`src/rtl/lcdt_pkg.sv`:
```
package lcdt_pkg;
  localparam int DW        = 32;
  localparam int AW        = 4;
  localparam int HFW       = 8;   // horizontal sync/porch field width
  localparam int PPLW      = 6;   // active width field, in 16-pixel groups
  localparam int LPPW      = 10;  // active lines field
  localparam int VSWW      = 6;   // vertical sync field
  localparam int VPW       = 8;   // vertical porch fields
  localparam int DIVW      = 5;   // each divider half
  localparam int DIVVW     = 2 * DIVW;
  localparam int ACBW      = 5;
  localparam int GRP_LOG2  = 4;
  localparam int HCW       = 12;
  localparam int VCW       = 11;
  localparam int FCW       = 16;

  localparam int HBP_LSB   = HFW;
  localparam int HFP_LSB   = 2 * HFW;
  localparam int PPL_LSB   = 3 * HFW;
  localparam int VSW_LSB   = LPPW;
  localparam int VFP_LSB   = LPPW + VSWW;
  localparam int VBP_LSB   = VFP_LSB + VPW;
  localparam int ACB_LSB   = DIVW;
  localparam int IHS_BIT   = DIVW + ACBW;
  localparam int IVS_BIT   = IHS_BIT + 1;
  localparam int IDE_BIT   = IHS_BIT + 2;
  localparam int FALL_BIT  = IHS_BIT + 3;
  localparam int BYP_BIT   = IHS_BIT + 4;
  localparam int DHI_LSB   = IHS_BIT + 5;

  localparam logic [AW-1:0] A_HTIM = 4'd0;
  localparam logic [AW-1:0] A_VTIM = 4'd1;
  localparam logic [AW-1:0] A_CFG  = 4'd2;
  localparam logic [AW-1:0] A_BASE = 4'd3;
  localparam logic [AW-1:0] A_CTRL = 4'd4;
  localparam logic [AW-1:0] A_IEN  = 4'd5;
  localparam logic [AW-1:0] A_RIS  = 4'd6;
  localparam logic [AW-1:0] A_MIS  = 4'd7;
  localparam logic [AW-1:0] A_ICR  = 4'd8;

  typedef struct packed {
    logic [HFW-1:0]  hsw;
    logic [HFW-1:0]  hbp;
    logic [HFW-1:0]  hfp;
    logic [PPLW-1:0] ppl;
    logic [LPPW-1:0] lpp;
    logic [VSWW-1:0] vsw;
    logic [VPW-1:0]  vbp;
    logic [VPW-1:0]  vfp;
  } tim_cfg_t;
endpackage

```
`src/rtl/lcdt_regs.sv`:
```
module lcdt_regs
  import lcdt_pkg::*;
(
  input  logic             clk,
  input  logic             rst_n,
  input  logic             wr_en,
  input  logic [AW-1:0]    wr_addr,
  input  logic [DW-1:0]    wr_data,
  input  logic [AW-1:0]    rd_addr,
  output logic [DW-1:0]    rd_data,
  input  logic             frame_start,
  output tim_cfg_t         tim_o,
  output logic [DIVVW-1:0] div_o,
  output logic             bypass_o,
  output logic             ihs_o,
  output logic             ivs_o,
  output logic             ide_o,
  output logic             fall_o,
  output logic [ACBW-1:0]  acb_o,
  output logic             en_o,
  output logic             pwr_o,
  output logic             mono_o,
  output logic [DW-1:0]    base_o,
  output logic             irq_o
);
  logic [DW-1:0] htim_q, htim_n, vtim_q, vtim_n, cfg_q, cfg_n;
  logic [DW-1:0] shadow_q, shadow_n, base_q, base_n;
  logic          en_q, en_n, pwr_q, pwr_n, mono_q, mono_n;
  logic          ien_q, ien_n, ris_q, ris_n;

  always_comb begin
    htim_n   = htim_q;
    vtim_n   = vtim_q;
    cfg_n    = cfg_q;
    shadow_n = shadow_q;
    base_n   = base_q;
    en_n     = en_q;
    pwr_n    = pwr_q;
    mono_n   = mono_q;
    ien_n    = ien_q;
    ris_n    = ris_q;
    if (wr_en) begin
      case (wr_addr)
        A_HTIM: htim_n   = wr_data;
        A_VTIM: vtim_n   = wr_data;
        A_CFG:  cfg_n    = wr_data;
        A_BASE: shadow_n = wr_data;
        A_CTRL: begin
          en_n   = wr_data[0] | pwr_q;
          pwr_n  = wr_data[1] & en_q;
          mono_n = wr_data[2];
        end
        A_IEN:  ien_n = wr_data[0];
        A_ICR:  if (wr_data[0]) ris_n = 1'b0;
        default: ;
      endcase
    end
    if (frame_start) begin
      base_n = shadow_q;
      ris_n  = 1'b1;
    end
  end

  always_ff @(posedge clk or negedge rst_n) begin
    if (!rst_n) begin
      htim_q   <= '0;
      vtim_q   <= '0;
      cfg_q    <= '0;
      shadow_q <= '0;
      base_q   <= '0;
      en_q     <= 1'b0;
      pwr_q    <= 1'b0;
      mono_q   <= 1'b0;
      ien_q    <= 1'b0;
      ris_q    <= 1'b0;
    end else begin
      htim_q   <= htim_n;
      vtim_q   <= vtim_n;
      cfg_q    <= cfg_n;
      shadow_q <= shadow_n;
      base_q   <= base_n;
      en_q     <= en_n;
      pwr_q    <= pwr_n;
      mono_q   <= mono_n;
      ien_q    <= ien_n;
      ris_q    <= ris_n;
    end
  end

  always_comb begin
    case (rd_addr)
      A_HTIM:  rd_data = htim_q;
      A_VTIM:  rd_data = vtim_q;
      A_CFG:   rd_data = cfg_q;
      A_BASE:  rd_data = shadow_q;
      A_CTRL:  rd_data = {{(DW-3){1'b0}}, mono_q, pwr_q, en_q};
      A_IEN:   rd_data = {{(DW-1){1'b0}}, ien_q};
      A_RIS:   rd_data = {{(DW-1){1'b0}}, ris_q};
      A_MIS:   rd_data = {{(DW-1){1'b0}}, ris_q & ien_q};
      default: rd_data = '0;
    endcase
  end

  assign tim_o.hsw = htim_q[HFW-1:0];
  assign tim_o.hbp = htim_q[HBP_LSB +: HFW];
  assign tim_o.hfp = htim_q[HFP_LSB +: HFW];
  assign tim_o.ppl = htim_q[PPL_LSB +: PPLW];
  assign tim_o.lpp = vtim_q[LPPW-1:0];
  assign tim_o.vsw = vtim_q[VSW_LSB +: VSWW];
  assign tim_o.vfp = vtim_q[VFP_LSB +: VPW];
  assign tim_o.vbp = vtim_q[VBP_LSB +: VPW];
  assign div_o     = {cfg_q[DHI_LSB +: DIVW], cfg_q[DIVW-1:0]};
  assign acb_o     = cfg_q[ACB_LSB +: ACBW];
  assign ihs_o     = cfg_q[IHS_BIT];
  assign ivs_o     = cfg_q[IVS_BIT];
  assign ide_o     = cfg_q[IDE_BIT];
  assign fall_o    = cfg_q[FALL_BIT];
  assign bypass_o  = cfg_q[BYP_BIT];
  assign en_o      = en_q;
  assign pwr_o     = pwr_q;
  assign mono_o    = mono_q;
  assign base_o    = base_q;
  assign irq_o     = ris_q & ien_q;


  pwr_after_en_chk: assert property (@(posedge clk) disable iff (!rst_n)
    $rose(pwr_q) |-> $past(en_q));

  en_drop_after_pwr_chk: assert property (@(posedge clk) disable iff (!rst_n)
    $fell(en_q) |-> !$past(pwr_q));

  base_latch_chk: assert property (@(posedge clk) disable iff (!rst_n)
    !$stable(base_q) |-> $past(frame_start));

  status_set_chk: assert property (@(posedge clk) disable iff (!rst_n)
    frame_start |=> ris_q);
endmodule

```
`src/rtl/lcdt_clkdiv.sv`:
```
module lcdt_clkdiv
  import lcdt_pkg::*;
(
  input  logic             clk,
  input  logic             rst_n,
  input  logic [DIVVW-1:0] div_i,
  input  logic             bypass_i,
  input  logic             fall_i,
  output logic             pix_ce_o,
  output logic             pclk_o
);
  localparam int CW = DIVVW + 1;

  logic [CW-1:0] cnt_q, cnt_n, last, half;
  logic          pclk_q, pclk_n;

  always_comb begin
    last = CW'(div_i) + CW'(1);
    half = (CW'(div_i) + CW'(2)) >> 1;
    if (bypass_i || cnt_q >= last) cnt_n = '0;
    else                           cnt_n = cnt_q + CW'(1);
    pclk_n = (cnt_n < half);
  end

  always_ff @(posedge clk or negedge rst_n) begin
    if (!rst_n) begin
      cnt_q  <= '0;
      pclk_q <= 1'b0;
    end else begin
      cnt_q  <= cnt_n;
      pclk_q <= pclk_n;
    end
  end

  assign pix_ce_o = bypass_i | (cnt_q >= last);
  assign pclk_o   = (bypass_i ? clk : pclk_q) ^ fall_i;


  ce_spacing_chk: assert property (@(posedge clk) disable iff (!rst_n)
    (pix_ce_o && !bypass_i) |=> (!pix_ce_o || bypass_i));
endmodule

```
`src/rtl/lcdt_timing.sv`:
```
module lcdt_timing
  import lcdt_pkg::*;
(
  input  logic            clk,
  input  logic            rst_n,
  input  logic            pix_ce_i,
  input  logic            en_i,
  input  tim_cfg_t        tim_i,
  input  logic            ihs_i,
  input  logic            ivs_i,
  input  logic            ide_i,
  input  logic            mono_i,
  input  logic [ACBW-1:0] acb_max_i,
  output logic            hsync_o,
  output logic            vsync_o,
  output logic            de_o,
  output logic            fetch_o,
  output logic            frame_start_o,
  output logic [VCW-1:0]  line_o,
  output logic [FCW-1:0]  frame_o,
  output logic            acb_o
);
  logic [HCW-1:0]  hcnt_q, hcnt_n, h_se, h_as, h_ae, h_tot;
  logic [VCW-1:0]  vcnt_q, vcnt_n, v_se, v_as, v_ae, v_tot;
  logic [FCW-1:0]  frm_q, frm_n;
  logic [ACBW-1:0] acnt_q, acnt_n;
  logic            acb_q, acb_n;
  logic            hlast, vlast, fs, hs_a, vs_a, de_a;
  logic [2:0]      act, pol, outv;

  always_comb begin
    h_se  = HCW'(tim_i.hsw) + HCW'(1);
    h_as  = h_se + HCW'(tim_i.hbp) + HCW'(1);
    h_ae  = h_as + ((HCW'(tim_i.ppl) + HCW'(1)) << GRP_LOG2);
    h_tot = h_ae + HCW'(tim_i.hfp) + HCW'(1);
    v_se  = VCW'(tim_i.vsw) + VCW'(1);
    v_as  = v_se + VCW'(tim_i.vbp);
    v_ae  = v_as + VCW'(tim_i.lpp) + VCW'(1);
    v_tot = v_ae + VCW'(tim_i.vfp);
    hlast = (hcnt_q >= h_tot - HCW'(1));
    vlast = (vcnt_q >= v_tot - VCW'(1));
    fs    = en_i & pix_ce_i & hlast & vlast;
  end

  always_comb begin
    hcnt_n = hcnt_q;
    vcnt_n = vcnt_q;
    frm_n  = frm_q;
    acnt_n = acnt_q;
    acb_n  = acb_q;
    if (!en_i) begin
      hcnt_n = '0;
      vcnt_n = '0;
    end else if (pix_ce_i) begin
      if (hlast) begin
        hcnt_n = '0;
        vcnt_n = vlast ? '0 : vcnt_q + VCW'(1);
      end else begin
        hcnt_n = hcnt_q + HCW'(1);
      end
    end
    if (fs) frm_n = frm_q + FCW'(1);
    if (!en_i || !mono_i) begin
      acnt_n = '0;
      acb_n  = 1'b0;
    end else if (fs) begin
      if (acnt_q >= acb_max_i) begin
        acnt_n = '0;
        acb_n  = ~acb_q;
      end else begin
        acnt_n = acnt_q + ACBW'(1);
      end
    end
  end

  always_ff @(posedge clk or negedge rst_n) begin
    if (!rst_n) begin
      hcnt_q <= '0;
      vcnt_q <= '0;
      frm_q  <= '0;
      acnt_q <= '0;
      acb_q  <= 1'b0;
    end else begin
      hcnt_q <= hcnt_n;
      vcnt_q <= vcnt_n;
      frm_q  <= frm_n;
      acnt_q <= acnt_n;
      acb_q  <= acb_n;
    end
  end

  assign hs_a = en_i & (hcnt_q < h_se);
  assign vs_a = en_i & (vcnt_q < v_se);
  assign de_a = en_i & (hcnt_q >= h_as) & (hcnt_q < h_ae)
                     & (vcnt_q >= v_as) & (vcnt_q < v_ae);

  assign act = {hs_a, vs_a, de_a};
  assign pol = {ihs_i, ivs_i, ide_i};
  for (genvar i = 0; i < 3; i++) begin : g_pol
    assign outv[i] = act[i] ^ pol[i];
  end
  assign {hsync_o, vsync_o, de_o} = outv;

  assign fetch_o       = de_a & pix_ce_i;
  assign frame_start_o = fs;
  assign line_o        = vcnt_q;
  assign frame_o       = frm_q;
  assign acb_o         = acb_q;


  vs_line_start_chk: assert property (@(posedge clk) disable iff (!rst_n)
    $rose(vs_a) |-> (hcnt_q == '0));
endmodule

```
`src/rtl/lcdt_top.sv`:
```
module lcdt_top
  import lcdt_pkg::*;
(
  input  logic          clk,
  input  logic          rst_n,
  input  logic          wr_en,
  input  logic [3:0]    wr_addr,
  input  logic [31:0]   wr_data,
  input  logic [3:0]    rd_addr,
  output logic [31:0]   rd_data,
  output logic          hsync_o,
  output logic          vsync_o,
  output logic          de_o,
  output logic          pclk_o,
  output logic          panel_pwr_o,
  output logic          acb_o,
  output logic          fetch_req_o,
  output logic          irq_o,
  output logic [31:0]   base_o,
  output logic [10:0]   line_o,
  output logic [15:0]   frame_o
);
  logic [1:0]       rs_q;
  logic             srst_n;
  tim_cfg_t         tim;
  logic [DIVVW-1:0] div;
  logic [ACBW-1:0]  acb_max;
  logic             bypass, ihs, ivs, ide, fall, en, mono, pix_ce, fs;

  always_ff @(posedge clk or negedge rst_n) begin
    if (!rst_n) rs_q <= 2'b00;
    else        rs_q <= {rs_q[0], 1'b1};
  end
  assign srst_n = rs_q[1];

  lcdt_regs u_regs (
    .clk(clk), .rst_n(srst_n), .wr_en(wr_en), .wr_addr(wr_addr),
    .wr_data(wr_data), .rd_addr(rd_addr), .rd_data(rd_data),
    .frame_start(fs), .tim_o(tim), .div_o(div), .bypass_o(bypass),
    .ihs_o(ihs), .ivs_o(ivs), .ide_o(ide), .fall_o(fall), .acb_o(acb_max),
    .en_o(en), .pwr_o(panel_pwr_o), .mono_o(mono), .base_o(base_o),
    .irq_o(irq_o)
  );

  lcdt_clkdiv u_div (
    .clk(clk), .rst_n(srst_n), .div_i(div), .bypass_i(bypass),
    .fall_i(fall), .pix_ce_o(pix_ce), .pclk_o(pclk_o)
  );

  lcdt_timing u_tim (
    .clk(clk), .rst_n(srst_n), .pix_ce_i(pix_ce), .en_i(en), .tim_i(tim),
    .ihs_i(ihs), .ivs_i(ivs), .ide_i(ide), .mono_i(mono),
    .acb_max_i(acb_max), .hsync_o(hsync_o), .vsync_o(vsync_o), .de_o(de_o),
    .fetch_o(fetch_req_o), .frame_start_o(fs), .line_o(line_o),
    .frame_o(frame_o), .acb_o(acb_o)
  );
endmodule

```
`config.mk`:
```
export PLATFORM = sky130hd
export DESIGN_NAME = lcdt_top
export DESIGN_NICKNAME = d
export VERILOG_FILES = /design/src/rtl/lcdt_pkg.sv /design/src/rtl/lcdt_regs.sv /design/src/rtl/lcdt_clkdiv.sv /design/src/rtl/lcdt_timing.sv /design/src/rtl/lcdt_top.sv
export SDC_FILE = /design/constraint.sdc
export NUM_CORES = 1
export LEC_CHECK = 0
export BUFFER_PORTS_ARGS = -buffer_cell sky130_fd_sc_hd__buf_2
export CORE_ASPECT_RATIO = 2
export CORE_UTILIZATION = 40
export CTS_CLUSTER_SIZE = 30
export DETAILED_ROUTE_END_ITERATION = 7
export GPL_ROUTABILITY_DRIVEN = 0
export GPL_TIMING_DRIVEN = 0
export HOLD_SLACK_MARGIN = 0.02
export PLACE_DENSITY = 0.68
export SYNTH_ARGS = -nofsm -noshare
export SYNTH_HDL_FRONTEND = slang
export SYNTH_SLANG_ARGS = --single-unit
```
`constraint.sdc`:
```
create_clock -name clk -period 8.55 [get_ports clk]
set_input_delay 1.2825 -clock clk [delete_from_list [all_inputs] [get_ports clk]]
set_output_delay 1.2825 -clock clk [all_outputs]
set_load 0.005 [all_outputs]
```
Word-level counts from Yosys, hierarchy flattened. Index checks and enable logic that the tools add are counted.

Input port bits: 43. Word-level logic and storage cells: 124. Flip-flop bits (word level): 224. Output and inout port bits: 99.

Add/subtract/negate cells: 21. Reduce and logical (&&, ||, !) cells: 20. Order comparisons: 11. Mux-type cells: 20. Bitwise operators: 19. Equality and inequality tests: 15.

Operators with widths (count): $pmux 32 s8 (1); $mux 11 (5); $add 12x1->12 const B (3); $mux 12 (3); $add 11x1->11 const B (3); $ge 11x11->1 (3); $add 12x8->12 (2); $eq 4x3->1 const B (6); $ge 12x12->1 (2); $lt 12x12->1 (2); $add 11x8->11 (2); $lt 11x11->1 (2); $add 16x1->16 const B (1); $eq 4x2->1 const B (4); $reduce_and 2->1 (8); $mux 5 (3); $add 6x1->7 const B (2); $add 12x12->12 (1); $and 1x1->1 (12); $sub 12x1->12 const B (1); $add 10x1->11 const B (1); $add 10x2->11 const B (1); $add 11x10->11 (1); $lt 11x10->1 (1); 16 further kinds (36).

Logic depth before layout (Yosys ltp). Gate-level depths: netlist of the first run.

Depth in word-level cells: 12. Gate-level depth with buffers: 30.

Hierarchy. A second synthesis of the first run with hierarchy kept.

Cell total of the unflattened synthesis: 1488. Area, all modules: 15536.2 µm².

Modules (own cells, without submodules): lcdt_regs (times used 1, area each 7512.2 µm², sequential area each 4129.0 µm², cells an instance 534); lcdt_timing (times used 1, area each 6706.4 µm², sequential area each 1126.1 µm², cells an instance 807); lcdt_clkdiv (times used 1, area each 1263.7 µm², sequential area each 300.3 µm², cells an instance 144); lcdt_top (times used 1, area each 53.8 µm², sequential area each 50.0 µm², cells an instance 3).

==> flow_summary.toml, run 1 <==
[outcome]
status = "finished, final reports clean"

[timing]
setup_violations = 0
slew_headroom_pct = 21.8
fin_setup_tns_ns = 0
final-hold-violation-count = 0
fmaxAchievable_ghz = 0.125
timing.final.ws_setup_ns = 0.579
clock_skew_ns = 0.0134
layout_worst_path_cycle_share_pct = 93.2
slew_viol_final = 0
holdWs_ns = 0.284
rsz0062_at_grt = "false"
min_period_ns = 7.97
worst_pin_slew_ns = 1.16

[worst_setup_path]
cp_max_fo = 10
cp-start-kind = "flop"
worstPathRequired_ns = 9.07
critical-path-slowest-cell = "nor4_4"
worst_path_largest_cell_delay_ns = 0.79
ff2ff_setup_slack_ns = 0.58
path_common_cell = "ha_1"
end_kind = "flop"
path_class = "flop to flop"
cp.arrival_ns = 8.49

[cts]
cts_setup_buffers = 0
tritoncts = "built"
post_cts_resize_count = 0
path_clk_slew_ns = 0.07
clk_latency_ns = 0.64
cts_hold_buf = 0

[grt]
grt_antenna_before_repair = 4
grt_max_degree = 72
gr-total-overflow = 0
grt_pass1_wl_mm = 71.3
grtUsageTotal_pct = 25.8
first_global_vias = 12600

[synth]
synth_fa_ha_area_share_pct = 14.5
synth_edf_count = 0
synth_top_family_by_area = "adder cells"
synth_compound_area_share_pct = 12.6
synth_area_per_cell_um2 = 9.80
ys_seq_area_share_pct = 38.5
ys_ff_latch = 224
synth.area.mux_share_pct = 10.1
synthSimpleGateAreaFrac_pct = 14.0
yosys_warnings = 0
netlist_instances = 1487
synth_xor_area_share_pct = 6.24
syn_area_mm2 = 0.0146
synth_async_sr_flop_share_pct = 100
ys_types = 70
syn-num-nets = 1694
ys.flop_type = "dfrtp_1"

[routing]
ant_nets = 0
drc_errors = 0
drt-initial-drc-count = 914
vias = 12200
firstDrtPassIters = 7
totalWireLength_mm = 47.1
avgRoutedWirePerCell_um = 22.2
viasPerCell = 5.75

[floorplan]
coreArea_mm2 = 0.0358
die_h_um = 272
die_w_um = 137
fp-row-count = 98
die_area_mm2 = 0.0372
start_util_pct = 40.7
pin_count = 142

[cells_and_area]
final_common_cell = "nand2_1"
nFillCells = 3425
drive_gt1_share_pct = 19.7
postLayoutCellArea_mm2 = 0.0167
nets = 1863
mostFrequentLayoutCells = "nand2_1, dfrtp_1, ha_1, buf_2, mux2_2"
area_growth_pct = 14.5
final_util_pct = 46.6

[pwr]
leakagePower_nw = 8.33
p_per_area_mw_per_mm2 = 363
peakVddDrop_mv = 0.281

[hold_path]
hold_class = "flop to async pin"

[placed_design]
place_area_mm2 = 0.0159
dp_hpwl_mm = 37.3
io_buffers = 140
pre_cts_slack_ns = 0.734

[run]
maxCapViolCount = 0
==> power breakdown <==
part	switching, W	internal [W]
combinational	0.00198	0.00161
clock	0.000448	0.000577
sequential	0.000221	0.00122
==> worst max-delay path: cells and delay by family (launching register included) <==
kind,cells,cell delay [ns]
AOI/OAI and AO/OA,10,2.54
and+or+nand+nor,7,1.63
adders and majority gates,5,1.51
xor gates and xnor gates,4,0.87
buffers and inverters,1,0.53
DFF,1,0.52
muxes,1,0.22
==> per-layer routing <==
layer  global-route usage (%)  routed length (um)  share of wire, %
met4                     22.3                4430               9.4
met3                     3.28                2030               4.3
met1                     25.2               15900                34
met5                        0                   0                 0
met2                     46.8               24800                53
==> stage by stage <==
stage	total power [W]	instances
2_1_floorplan	0.00416	1487
3_3_place_gp	0.00486	2077
3_5_place_dp	0.00502	2080
4_1_cts	0.00607	2120
5_1_grt	0.00658	2124
6_report	0.00606	2124
==> state kept, by name (all words and copies together) (netlist names), 2 cells and up <==
| name | cells |
|---|---|
| rs_q | 2 |
| u_div.cnt_q | 11 |
| u_regs.base_o | 32 |
| u_regs.cfg_q | 32 |
| u_regs.htim_q | 32 |
| u_regs.shadow_q | 32 |
| u_regs.vtim_q | 32 |
| u_tim.acnt_q | 5 |
| u_tim.frame_o | 16 |
| u_tim.hcnt_q | 12 |
| u_tim.line_o | 11 |
==> cells in the mapped netlist, drive strengths merged, types with 7 or more instances <==
cell	count	share of area [%]
o21a	14	0.72
or3	14	0.60
nand2	227	5.8
mux2i	7	0.48
nand4	11	0.47
buf	11	0.33
o211ai	11	0.60
a21oi	68	2.4
nor2	57	1.5
o21bai	10	0.52
a222oi	32	2.2
clkbuf	38	0.98
inv	102	2.6
ha	158	14
mux2	125	9.7
xor2	40	2.5
xnor2	63	3.8
nor2b	12	0.52
nor3	11	0.38
and2	7	0.31
nand2b	14	0.60
and3	16	0.69
nand3	50	1.7
o21ai	54	1.9
o22ai	8	0.39
a21o	27	1.4
a211oi	8	0.45
dfrtp	224	38
==> final cells by class <==
type	instances	area (um^2)	share of cell area (%)
Timing Repair Buffer	142	778	4.67
Clock inverter	10	106	0.638
Buffer	49	190	1.14
Clock buffer	31	648	3.89
Sequential cell	224	5610	33.6
Tap cell	450	563	3.38
Antenna cell	4	10.0	0.0600
Multi-Input combinational cell	1112	8390	50.3
Inverter	102	383	2.30
==> path summary, 6_finish.rpt <==
| kind | startpoint | endpoint | cells past startpoint |
|---|---|---|---|
| setup / recovery | u_regs.vtim_q[10] | u_tim.frame_o[3] | 28 |
| hold reg to reg | rs_q[1] | u_regs.shadow_q[26] | 0 |
| min in group clk | rs_q[0] | rs_q[1] | 0 |
| hold / removal | rs_q[1] | u_regs.shadow_q[26] | 0 |
| max in group asynchronous | rs_q[1] | u_regs.cfg_q[18] | 3 |
| setup reg to reg | u_regs.vtim_q[10] | u_tim.frame_o[3] | 28 |
==> kinds of logic (layout without fill, tap and decap cells) <==
family / Yosys count / count (layout)
adders and majority gates: 166 / 166
DFF: 224 / 224
xor gates and xnor gates: 103 / 103
AOI/OAI and AO/OA: 265 / 265
and+or+nand+nor: 445 / 445
other: 1 / 5
muxes: 132 / 132
buffers and inverters: 151 / 334
Note: power is estimated with default switching activity, not from simulation.
==> run 2: changes to the inputs <==
--- a/config.mk
+++ b/config.mk
@@ -5,15 +5,16 @@
 export SDC_FILE = /design/constraint.sdc
 export NUM_CORES = 1
 export LEC_CHECK = 0
-export BUFFER_PORTS_ARGS = -buffer_cell sky130_fd_sc_hd__buf_2
+export CAP_MARGIN = 20
 export CORE_ASPECT_RATIO = 2
 export CORE_UTILIZATION = 40
 export CTS_CLUSTER_SIZE = 30
 export DETAILED_ROUTE_END_ITERATION = 7
+export DONT_BUFFER_PORTS = 1
 export GPL_ROUTABILITY_DRIVEN = 0
 export GPL_TIMING_DRIVEN = 0
 export HOLD_SLACK_MARGIN = 0.02
-export PLACE_DENSITY = 0.68
+export PLACE_DENSITY = 0.64
 export SYNTH_ARGS = -nofsm -noshare
 export SYNTH_HDL_FRONTEND = slang
 export SYNTH_SLANG_ARGS = --single-unit
==> run 2 against run 1 <==
Net effect: wire length decreased by 2.1%; sequential cell count unchanged; total power decreased by 1.2%; critical path type unchanged; non-clock buffer count decreased by 138; combinational power decreased by 3%; highest routed layer unchanged; register-to-register slack got worse by 0.04 ns; sequential power about the same; utilization decreased by 1.9 points; critical path depth decreased by 1; sequential share of layout area increased by 1.5 points.
==> flow_summary.toml, run 2 (synthesis results as in run 1) <==
[cells_and_area]
final_common_cell = "nand2_1"
mostFrequentLayoutCells = "nand2_1, dfrtp_1, ha_1, mux2_2, inv_1"
diodes = 0
drive_gt1_share_pct = 12.4
fin_cells = 1981
postLayoutCellArea_mm2 = 0.0160
nets = 1724
area_growth_pct = 9.75

[worst_setup_path]
critical-path-slowest-cell = "nor4_4"
path_common_cell = "ha_1"
cp-start-kind = "flop"
cp_max_fo = 10
crit_family = "compound AO/OA/AOI/OAI gates"
worst_path_largest_cell_delay_ns = 0.79
cp.arrival_ns = 8.55
path_class = "flop to flop"
end_kind = "flop"
worstPathRequired_ns = 9.08
path_buf_inv = 1

[timing]
fin_setup_tns_ns = 0
rsz0062_at_grt = "false"
min_period_ns = 8.01
fmaxAchievable_ghz = 0.125
layout_worst_path_cycle_share_pct = 93.7
setup_violations = 0
final-hold-violation-count = 0
slew_viol_final = 0
worst_pin_slew_ns = 1.14
clock_skew_ns = 0.0106
slew_headroom_pct = 22.9

[hold_path]
hold_class = "primary input to async pin"

[grt]
grt_use_met3_pct = 4.39
first_global_vias = 12200
gr-total-overflow = 0
top_usage_layer = "met2"
grt_max_degree = 71
grt_pass1_wl_mm = 69.9
grt_antenna_before_repair = 0
use_met1_pct = 23.4
met2_usage_pct = 46.1
grtUsageTotal_pct = 25.4

[cts]
clk_latency_ns = 0.65
post_cts_resize_count = 0
cts_hold_buf = 0
tritoncts = "built"
cts_setup_buffers = 0
path_clk_slew_ns = 0.07

[floorplan]
start_util_pct = 40.7
die_area_mm2 = 0.0372
coreArea_mm2 = 0.0358
pin_count = 142
die_h_um = 272
die_w_um = 137
fp-row-count = 98

[routing]
totalWireLength_mm = 46.1
drc_errors = 0
drt-initial-drc-count = 659
viasPerCell = 5.82
firstDrtPassIters = 7
vias = 11500
avgRoutedWirePerCell_um = 23.3
ant_nets = 0

[pwr]
leakagePower_nw = 7.64
peakVddDrop_mv = 0.229
p_per_area_mw_per_mm2 = 374

[placed_design]
dp_hpwl_mm = 37.0
place_inst = 1940
place_area_mm2 = 0.0152
io_buffers = 0

[run]
maxCapViolCount = 0

[outcome]
status = "finished, final reports clean"
-- run 2: cell types whose count changed in the layout (fill, tap and decap cells not counted) --
cell,previous run,this run
clkinvlp_4,1,3
bufinv_16,1,2
clkinv_4,0,1
diode_2,4,0
clkinv_2,3,2
inv_6,3,2
buf_6,0,1
clkbuf_8,2,1
buf_2,145,5
clkinv_8,1,0
-- run 2: report_power, final --
part	leakage (nW)	switching, W	internal (W)
Sequential	2.88	0.000225	0.00122
Combinational	4.39	0.00191	0.00158
Clock	0.370	0.000460	0.000593
Total	7.64	0.00259	0.00340
-- run 2: worst reg2reg max path: stages, from the launching register on --
cell       delay [ns]
dfrtp_1          0.48
ha_1             0.39
fa_1             0.45
a21oi_1          0.15
nor2_1           0.06
nor2_1           0.16
o21bai_1         0.09
a21oi_1          0.24
xnor2_1          0.20
ha_1             0.33
a21oi_1          0.32
o21a_1           0.23
a31oi_4          0.06
xor2_2           0.21
or2_2            0.29
ha_1             0.33
nand2_1          0.08
o21ai_1          0.40
mux2i_1          0.23
o21ai_0          0.08
a2111oi_0        0.70
ha_1             0.30
nor4_1           0.06
a31o_2           0.35
nor4_4           0.80
clkbuf_1         0.55
nand3_1          0.20
xnor2_1          0.17
-- run 2: path summary, 6_finish.rpt --
path                                        start  slack [ns]                 to  cells past startpoint
worst max-delay path            u_regs.vtim_q[10]        0.54  u_tim.frame_o[10]                     27
worst min-delay path                        rst_n        0.32            rs_q[1]                      0
worst max register to register  u_regs.vtim_q[10]        0.54  u_tim.frame_o[10]                     27
worst min register to register            rs_q[0]        0.35            rs_q[1]                      0
max in group asynchronous                 rs_q[1]        7.30  u_regs.base_o[20]                      1
min in group clk                          rs_q[0]        0.35            rs_q[1]                      0
-- run 2: layout make-up --
class	count	area [um^2]
inverters	102	383
flip-flops and latches	224	5610
clock buffers	29	629
fillers	3447	19800
well taps	450	563
plain buffers	49	190
clock inverters	11	130
multi-input cells	1112	8390
repair buffers	4	93.8
-- run 2: metrics by stage --
step	total power, W	setup slack, ns	util (%)	hold slack, ns
final	0.00599	0.539	44.6	0.325
after global routing	0.00648	0.125	44.6	0.314
after floorplan	0.00416	1.85	-	0.331
after CTS	0.00601	0.541	44.6	0.310
after detailed placement	0.00494	0.558	42.5	0.338
after global placement	0.00482	-0.730	42.3	0.337
-- run 2: routing by layer --
metal  up-vias  share of wire [%]
li1       5328                  -
met1      5679                 33
met2       368                 52
met3       158                4.9
met4         0                 11
met5         -                  0
